$ cat src/rtl/addr_window_decoder.sv
module addr_window_decoder #(
  parameter int AW = 24,
  localparam int SW = $clog2(AW + 1)
) (
  input  logic            clk,
  input  logic            rst_n,
  input  logic [AW-1:0]   addr,
  input  logic            cyc_valid,
  input  logic            ale,
  input  logic [3:0]      win_en,
  input  logic [4*AW-1:0] win_base,
  input  logic [4*SW-1:0] win_size,
  input  logic            cs_early,
  output logic [2:0]      cfg_sel,
  output logic [4:0]      cs_n
);

  logic [3:0] hit;
  logic [2:0] sel_nx;
  logic [4:0] pick;
  logic       ale_d, cap;
  logic [4:0] cs_pos, cs_neg;

  for (genvar k = 0; k < 4; k++) begin : g_win
    logic [AW-1:0] mask;
    assign mask   = {AW{1'b1}} << win_size[k*SW +: SW];
    assign hit[k] = win_en[k] && (((addr ^ win_base[k*AW +: AW]) & mask) == '0);
  end

  always_comb begin
    if      (hit[3]) sel_nx = 3'd4;
    else if (hit[2]) sel_nx = 3'd3;
    else if (hit[1]) sel_nx = 3'd2;
    else if (hit[0]) sel_nx = 3'd1;
    else             sel_nx = 3'd0;
  end

  assign pick = 5'b00001 << sel_nx;
  assign cap  = cyc_valid && ale && !ale_d;

  always_ff @(posedge clk or negedge rst_n) begin
    if (!rst_n) begin
      ale_d   <= 1'b0;
      cs_pos  <= '1;
      cfg_sel <= '0;
    end else begin
      ale_d <= ale;
      if (!cyc_valid) cs_pos <= '1;
      else if (cap) begin
        cs_pos  <= ~pick;
        cfg_sel <= sel_nx;
      end
    end
  end

  always_ff @(negedge clk or negedge rst_n) begin
    if (!rst_n) cs_neg <= '1;
    else        cs_neg <= cs_pos;
  end

  assign cs_n = cs_early ? cs_pos : cs_neg;

  p_single_cs_r5: assert property (@(posedge clk) disable iff (!rst_n)
    $onehot0(~cs_n));
  p_default_r3: assert property (@(posedge clk) disable iff (!rst_n)
    (cap && hit == 4'b0000) |=> (cfg_sel == 3'd0 && cs_pos == 5'b11110));
  p_top_pair_r2: assert property (@(posedge clk) disable iff (!rst_n)
    (cap && hit[3]) |=> cfg_sel == 3'd4);
  p_low_pair_r2: assert property (@(posedge clk) disable iff (!rst_n)
    (cap && hit[1] && !hit[3] && !hit[2]) |=> cfg_sel == 3'd2);
  p_index_r4: assert property (@(posedge clk) disable iff (!rst_n)
    cap |=> !cs_pos[cfg_sel]);
  p_idle_r6: assert property (@(posedge clk) disable iff (!rst_n)
    !cyc_valid |=> &cs_pos);
  p_late_follow_r8: assert property (@(posedge clk) disable iff (!rst_n)
    !cs_early |-> cs_n == cs_pos);

endmodule

$ cat config.mk
export PLATFORM = sky130hd
export DESIGN_NAME = addr_window_decoder
export DESIGN_NICKNAME = d
export VERILOG_FILES = /design/src/rtl/addr_window_decoder.sv
export SDC_FILE = /design/constraint.sdc
export NUM_CORES = 1
export LEC_CHECK = 0
export BUFFER_PORTS_ARGS = -buffer_cell sky130_fd_sc_hd__buf_4
export CAP_MARGIN = 5
export CELL_PAD_IN_SITES_DETAIL_PLACEMENT = 0
export CELL_PAD_IN_SITES_GLOBAL_PLACEMENT = 1
export CORE_MARGIN = 10
export CORE_UTILIZATION = 33
export DETAILED_ROUTE_END_ITERATION = 10
export PLACE_DENSITY_LB_ADDON = 0.1
export SETUP_SLACK_MARGIN = 0.4
export SLEW_MARGIN = 10
export SYNTH_ARGS = -nofsm -noshare
export SYNTH_HDL_FRONTEND = slang
export SYNTH_SLANG_ARGS = --single-unit
$ cat constraint.sdc
create_clock -name clk -period 3.2 [get_ports clk]
set_input_delay 0.64 -clock clk [delete_from_list [all_inputs] [get_ports clk]]
set_output_delay 0.64 -clock clk [all_outputs]
set_load 0.005 [all_outputs]
==> results of run 1 <==
[registers in the layout, summed over array words and instances, names as in the netlist]
| register | count |
|---|---|
| ale_d | 1 |
| cfg_sel | 3 |
| cs_neg | 5 |
| cs_pos | 5 |
[cells by family (layout without fill, tap and decap cells)]
kind of cell | count (synthesis) | in the layout | share of synthesized area, %
AOI/OAI and AO/OA | 108 | 108 | 31.34
xor gates and xnor gates | 96 | 96 | 32.99
adders and majority gates | 2 | 2 | 0.8759
buffers and inverters | 21 | 169 | 4.136
DFF | 14 | 14 | 14.11
muxes | 6 | 6 | 2.579
and+or+nand+nor | 69 | 69 | 13.97
[where the power goes]
group | switching [W] | total (W) | internal, W
clock network | 0.0000795 | 0.000254 | 0.000175
logic | 0.000235 | 0.000497 | 0.000261
registers | 0.00000413 | 0.000192 | 0.000188
[repair_timing]
action	in CTS	in global routing
endpoints found under the setup margin	5	5
hold endpoints to repair	0	0
resized for setup	5	0
hold buffers	0	0
[per-layer routing]
metal  vias to the layer above  GRT usage, %  share of wire [%]
met5                         -             0                  0
met4                         0         1.695               0.64
met3                         4         5.532                9.7
met2                       130         30.47                 47
met1                      1329         23.65                 43
li1                       1457             -                  -
[final timing paths]
check | from | endpoint | slack, ns | cells past startpoint
max | cs_neg[2] | cs_n[2] | -0.09 | 2
min | rst_n | cfg_sel[1] | 0.23 | 1
max reg2reg | cs_pos[3] | cs_neg[3] | 1.01 | 0
min reg2reg | cfg_sel[2] | cfg_sel[2] | 0.48 | 1
max in group asynchronous | rst_n | cs_neg[4] | 1.18 | 1
min in group clk | cfg_sel[2] | cfg_sel[2] | 0.48 | 1
[area by class of cell]
class,count,area (um2)
inverter,4,15.01
tap,102,127.6
sequential,14,362.8
clock buffer,3,41.29
fill,773,3741
timing repair buffer,156,1190
multi-input combinational,281,2121
clock inverter,6,48.80
[stage by stage]
step / hold WS (ns) / setup TNS, ns / cells / instance area [um2] / utilization, %
floorplan: 0.3444 / 0 / 316 / 2590 / -
global placement: 0.4648 / 0 / 558 / 3801 / 49.71
detailed placement: 0.4668 / 0 / 558 / 3801 / 49.71
CTS: 0.2324 / -0.4120 / 566 / 3906 / 51.08
global route: 0.2375 / -0.5698 / 566 / 3906 / 51.08
finish: 0.2322 / -0.3700 / 566 / 3906 / 51.08
[cell usage in the layout, fill, tap and decap left out, drive strengths merged, types with 3 or more instances in the layout]
master   count
or2          4
o31ai        3
nor3         3
a22oi        7
a21oi       25
buf        156
a31oi        4
and2         4
nor2b        3
dfstp       10
o211ai      12
clkbuf       3
o41ai        4
nand2       19
nand3        3
o21ai       18
a32oi        3
xor2        52
mux2         5
xnor2       44
nor2        19
o2111ai      3
nand4        7
dfrtp        4
inv          9
a21o         5
==> out/metrics.yaml, run 1 <==
run_status:
  status: "finished, violations left"
  violations: "negative setup slack"
clocking:
  clk_latency_ns: 0.31
  cts_buffers: 3
  htree_num_levels: 1
  cts_buffer_depth: 2
  cts.sinks: 14
  cts_tree: "built"
  postCtsSetupBuffers: 0
  clk_pin_slew_ns: 0.06
  cts-root-buf: "clkbuf_8"
grt:
  grt_pass1_wl_um: 16750
  grt_max_degree: 15
  grt_util_all_layers_pct: 18.33
  grt_pass1_vias: 3047
  antenna_found_initial: 0
  grt_overflow: 0
timing:
  hold_viol_final: 0
  relSlewSlack_pct: 66.25
  worst_slew_pin_slew_ns: 0.5009
  setup_slack_ns: -0.08939
  rsz0062_at_grt: "yes"
  slew_violations: 0
  setup_viol: 5
  finClkSkew_ns: 0.06503
power_and_ir_drop:
  ir_worst_vdd_uv: 176.3
  power_density_nw_per_um2: 241.4
  p_leak_nw: 1.711
  power.total_w: 0.0009432
worst_setup_path:
  max_stage_delay_ns: 0.52
  critPathMaxFanout: 1
  cp-start-kind: "register"
  required_ns: 2.56
  crit_family: "flip-flops"
  critPathBufInv: 1
  endpoint_kind: "output port"
  critPathSlowestCell: "dfstp_2"
  arrival_ns: 2.65
  crit_chain: "mux2_4 -> buf_6"
  path_class: "register to output port"
layout:
  syn2layout_area_growth_pct: 51.92
  drive_gt1_share_pct: 41.38
  antenna_cells: 0
  nNetsFinal: 614
run:
  maxCapViolCount: 0
synthesis:
  ys_seq_elements: 14
  syn-num-nets: 465
  synth_cell_types: 65
  synth-edff-count: 0
  yosysMostFrequentCell: "xor2_1"
  synth-async-reset-ratio_pct: 100.0
  synthTopCellsByCount: "xor2_1 (52), xnor2_1 (43), a21oi_1 (25), nor2_1 (19), nand2_1 (18)"
  yosysTopAreaCellShare_pct: 17.71
  syn_inst: 316
  synth_area_leader_cell: "xor2_1"
  synth_area_um2: 2571
  seq_area_frac_synth_pct: 14.11
  synth-warning-count: 0
  syn_avg_cell_area_um2: 8.137
  synthFlopType: "dfstp_2"
  yosys-top-cells-area: "xor2_1 (18%), xnor2_1 (15%), dfstp_2 (10%)"
drt:
  wl_per_cell_um: 20.10
  drc: 0
  drt_pass1_iterations: 4
  wl_um: 11380
  first_iter_violations: 128
  num_vias: 2920
  detail_route.vias_per_cell: 5.159
  antenna_left: 0
floorplan:
  initial_core_util_pct: 33.62
  rows: 32
  die_w_um: 108.3
  boundaryPins: 157
  core_region_area_um2: 7647
  dieArea_um2: 11720
  die_height_um: 108.3
place:
  dpl.hpwl_um: 9536
  routabilityCongestion: 0.8161
  port_buffers: 156
  pre_cts_ws_ns: 0.2194
worst_hold_path:
  holdCritPathClass: "primary input to async pin"
Note: power is estimated with default switching activity, not from simulation.
==> run 2, diff against run 1 <==
--- a/config.mk
+++ b/config.mk
@@ -8,9 +8,10 @@
 export BUFFER_PORTS_ARGS = -buffer_cell sky130_fd_sc_hd__buf_4
 export CAP_MARGIN = 5
 export CELL_PAD_IN_SITES_DETAIL_PLACEMENT = 0
-export CELL_PAD_IN_SITES_GLOBAL_PLACEMENT = 1
+export CELL_PAD_IN_SITES_GLOBAL_PLACEMENT = 2
+export CORE_ASPECT_RATIO = 0.75
 export CORE_MARGIN = 10
-export CORE_UTILIZATION = 33
+export CORE_UTILIZATION = 23
 export DETAILED_ROUTE_END_ITERATION = 10
 export PLACE_DENSITY_LB_ADDON = 0.1
 export SETUP_SLACK_MARGIN = 0.4
==> constraint.sdc (replaced) <==
create_clock -name clk -period 3.5 [get_ports clk]
set_input_delay 0.7 -clock clk [delete_from_list [all_inputs] [get_ports clk]]
set_output_delay 0.7 -clock clk [all_outputs]
set_load 0.005 [all_outputs]
==> run 2 against run 1 <==
Against the previous run: the flow still finishes with violations (negative setup slack); register-to-register slack gained 0.18 ns; non-clock buffer count is the same; sequential cell count is the same; worst hold slack gained 0.062 ns; highest routed layer is now met3.
==> out/metrics.yaml, run 2 (synthesis gave the netlist of run 1 again) <==
drt:
  antenna_left: 0  # unchanged
  wl_per_cell_um: 20.82  # +3.6%
  num_vias: 2919  # -0.034%
  first_iter_violations: 128  # unchanged
  drt_pass1_iterations: 4  # unchanged
  drc: 0  # unchanged
  detail_route.vias_per_cell: 4.833  # -6.3%
  wl_um: 12580  # +11%
floorplan:
  core_region_area_um2: 10940  # +43%
  initial_core_util_pct: 23.50  # -10 points
  boundaryPins: 157  # unchanged
  die_w_um: 142.1  # +31%
  rows: 33  # +3.1%
  dieArea_um2: 15850  # +35%
  die_height_um: 111.6  # +3.0%
grt:
  antenna_found_initial: 0  # unchanged
  grt_pass1_vias: 3137  # +3.0%
  grt_overflow: 0  # unchanged
  grt_util_all_layers_pct: 14.93  # -3.4 points
  grt_pass1_wl_um: 18620  # +11%
  grt_max_degree: 15  # unchanged
worst_hold_path:
  holdCritPathClass: "primary input to async pin"
timing:
  slew_violations: 0  # unchanged
  setup_viol: 1  # -4
  hold_ws_ns: 0.2939  # +0.06171 ns
  relSlewSlack_pct: 65.83  # -0.42 points
  setup_slack_ns: -0.008346  # +0.08104 ns
  hold_viol_final: 0  # unchanged
  finClkSkew_ns: 0.08075  # +0.01571 ns
  rsz0062_at_grt: "yes"
  worst_slew_pin_slew_ns: 0.5120  # +0.01113 ns
  fin_tns_setup_ns: -0.008346  # +0.3616 ns
worst_setup_path:
  arrival_ns: 2.81  # +0.16 ns
  r2r_setup_slack_ns: 1.19  # +0.18 ns
  reg2reg_to: "cs_neg[0]"
  critPathCapture: "cs_n[0]"
  r2r-start: "cs_pos[0]"
  reg2regPathDepth: 0  # unchanged
  startpoint: "cs_neg[0]"
  cp-start-kind: "register"
  endpoint_kind: "output port"
  path_class: "register to output port"
  critPathMaxFanout: 1  # unchanged
  required_ns: 2.80  # +0.24 ns
place:
  pre_cts_ws_ns: 0.3116  # +0.09229 ns
  dpl.hpwl_um: 10720  # +12%
  dp.cells: 596  # +6.8%
  port_buffers: 156  # unchanged
  routabilityCongestion: 0.7675  # -6.0%
layout:
  final_common_cell: "buf_4"
  syn2layout_area_growth_pct: 54.11
  antenna_cells: 0  # unchanged
  fill_cells: 1159  # +50%
  nNetsFinal: 614  # unchanged
  reg_top3: "cs_neg x5, cs_pos x5, cfg_sel x3"
  mostFrequentLayoutCells: "buf_4 (151), xor2_1 (52), xnor2_1 (43), a21oi_1 (25), nor2_1 (19)"
  drive_gt1_share_pct: 41.38  # unchanged
  fin_cells: 604  # +6.7%
clocking:
  clk_latency_ns: 0.32  # about the same
  postCtsSetupBuffers: 0  # unchanged
  cts_buffer_depth: 2  # unchanged
  htree_num_levels: 1  # unchanged
  clk_pin_slew_ns: 0.05  # about the same
  cts_buffers: 3  # unchanged
  cts_hold_buf: 0  # unchanged
  cts-root-buf: "clkbuf_16"
  cts.sinks: 14  # unchanged
  cts_tree: "built"
power_and_ir_drop:
  p_leak_nw: 1.717  # +0.30%
  ir_worst_vdd_uv: 165.0  # -6.4%
  power_density_nw_per_um2: 221.5  # -8.3%
  power.total_w: 0.0008778  # -6.9%
run:
  maxCapViolCount: 0  # unchanged
run_status:
  violations: "negative setup slack"
  status: "finished, violations left"
## run 2: changes by cell type in the layout (fill, tap and decap cells not counted)
cell	change
clkinv_2	+1
clkbuf_16	+3
bufinv_16	-1
clkbuf_8	-3
## run 2: where the power goes
part	internal, W	switching (W)
clock	0.000160	0.0000798
sequential	0.000172	0.00000461
combinational	0.000239	0.000222
total	0.000571	0.000306
## run 2: routing by layer
layer  part of all wire (%)  routed length [um]  global-route usage, %
met5                      0                   0                      0
met2                     45                5621                  23.12
met4                      0                   0                  1.020
met1                     47                5896                  20.93
met3                    8.4                1057                  4.034
## run 2: worst min-delay path by stage
| stage | start | endpoint | slack (ns) |
|---|---|---|---|
| 3_3_place_gp | cfg_sel[1] | cfg_sel[1] | 0.49 |
| 4_1_cts | rst_n | cfg_sel[2] | 0.29 |
| 6_report | rst_n | cfg_sel[2] | 0.29 |
| 3_5_place_dp | cfg_sel[2] | cfg_sel[2] | 0.49 |
| 5_1_grt | rst_n | cfg_sel[2] | 0.30 |
| 2_1_floorplan | rst_n | ale_d | 0.40 |
## run 2: cell type report
cell class	instances	area (um2)	area share, %
clock buffers	3	75.07	1.895
clock inverters	6	23.77	0.5999
inverters	4	15.01	0.3789
multi-input cells	281	2121	53.52
flip-flops and latches	14	362.8	9.157
well taps	140	175.2	4.421
repair buffers	156	1190	30.03
## run 2: through the flow
stage,cell area (um2),util [%]
5_1_grt,3963,36.22
3_3_place_gp,3830,35.00
2_1_floorplan,2571,-
6_report,3963,36.22
4_1_cts,3963,36.22
3_5_place_dp,3830,35.00
## run 2: repair_timing
action	CTS	global route
pin swaps	0	0
gates resized for setup	10	0
endpoints found under the setup margin	5	5
endpoints found under the hold margin	0	0
## run 2: worst max-delay path, stage by stage (launching register included)
cell	delay [ns]
dfstp_2	0.51
mux2_4	0.14
buf_6	0.09
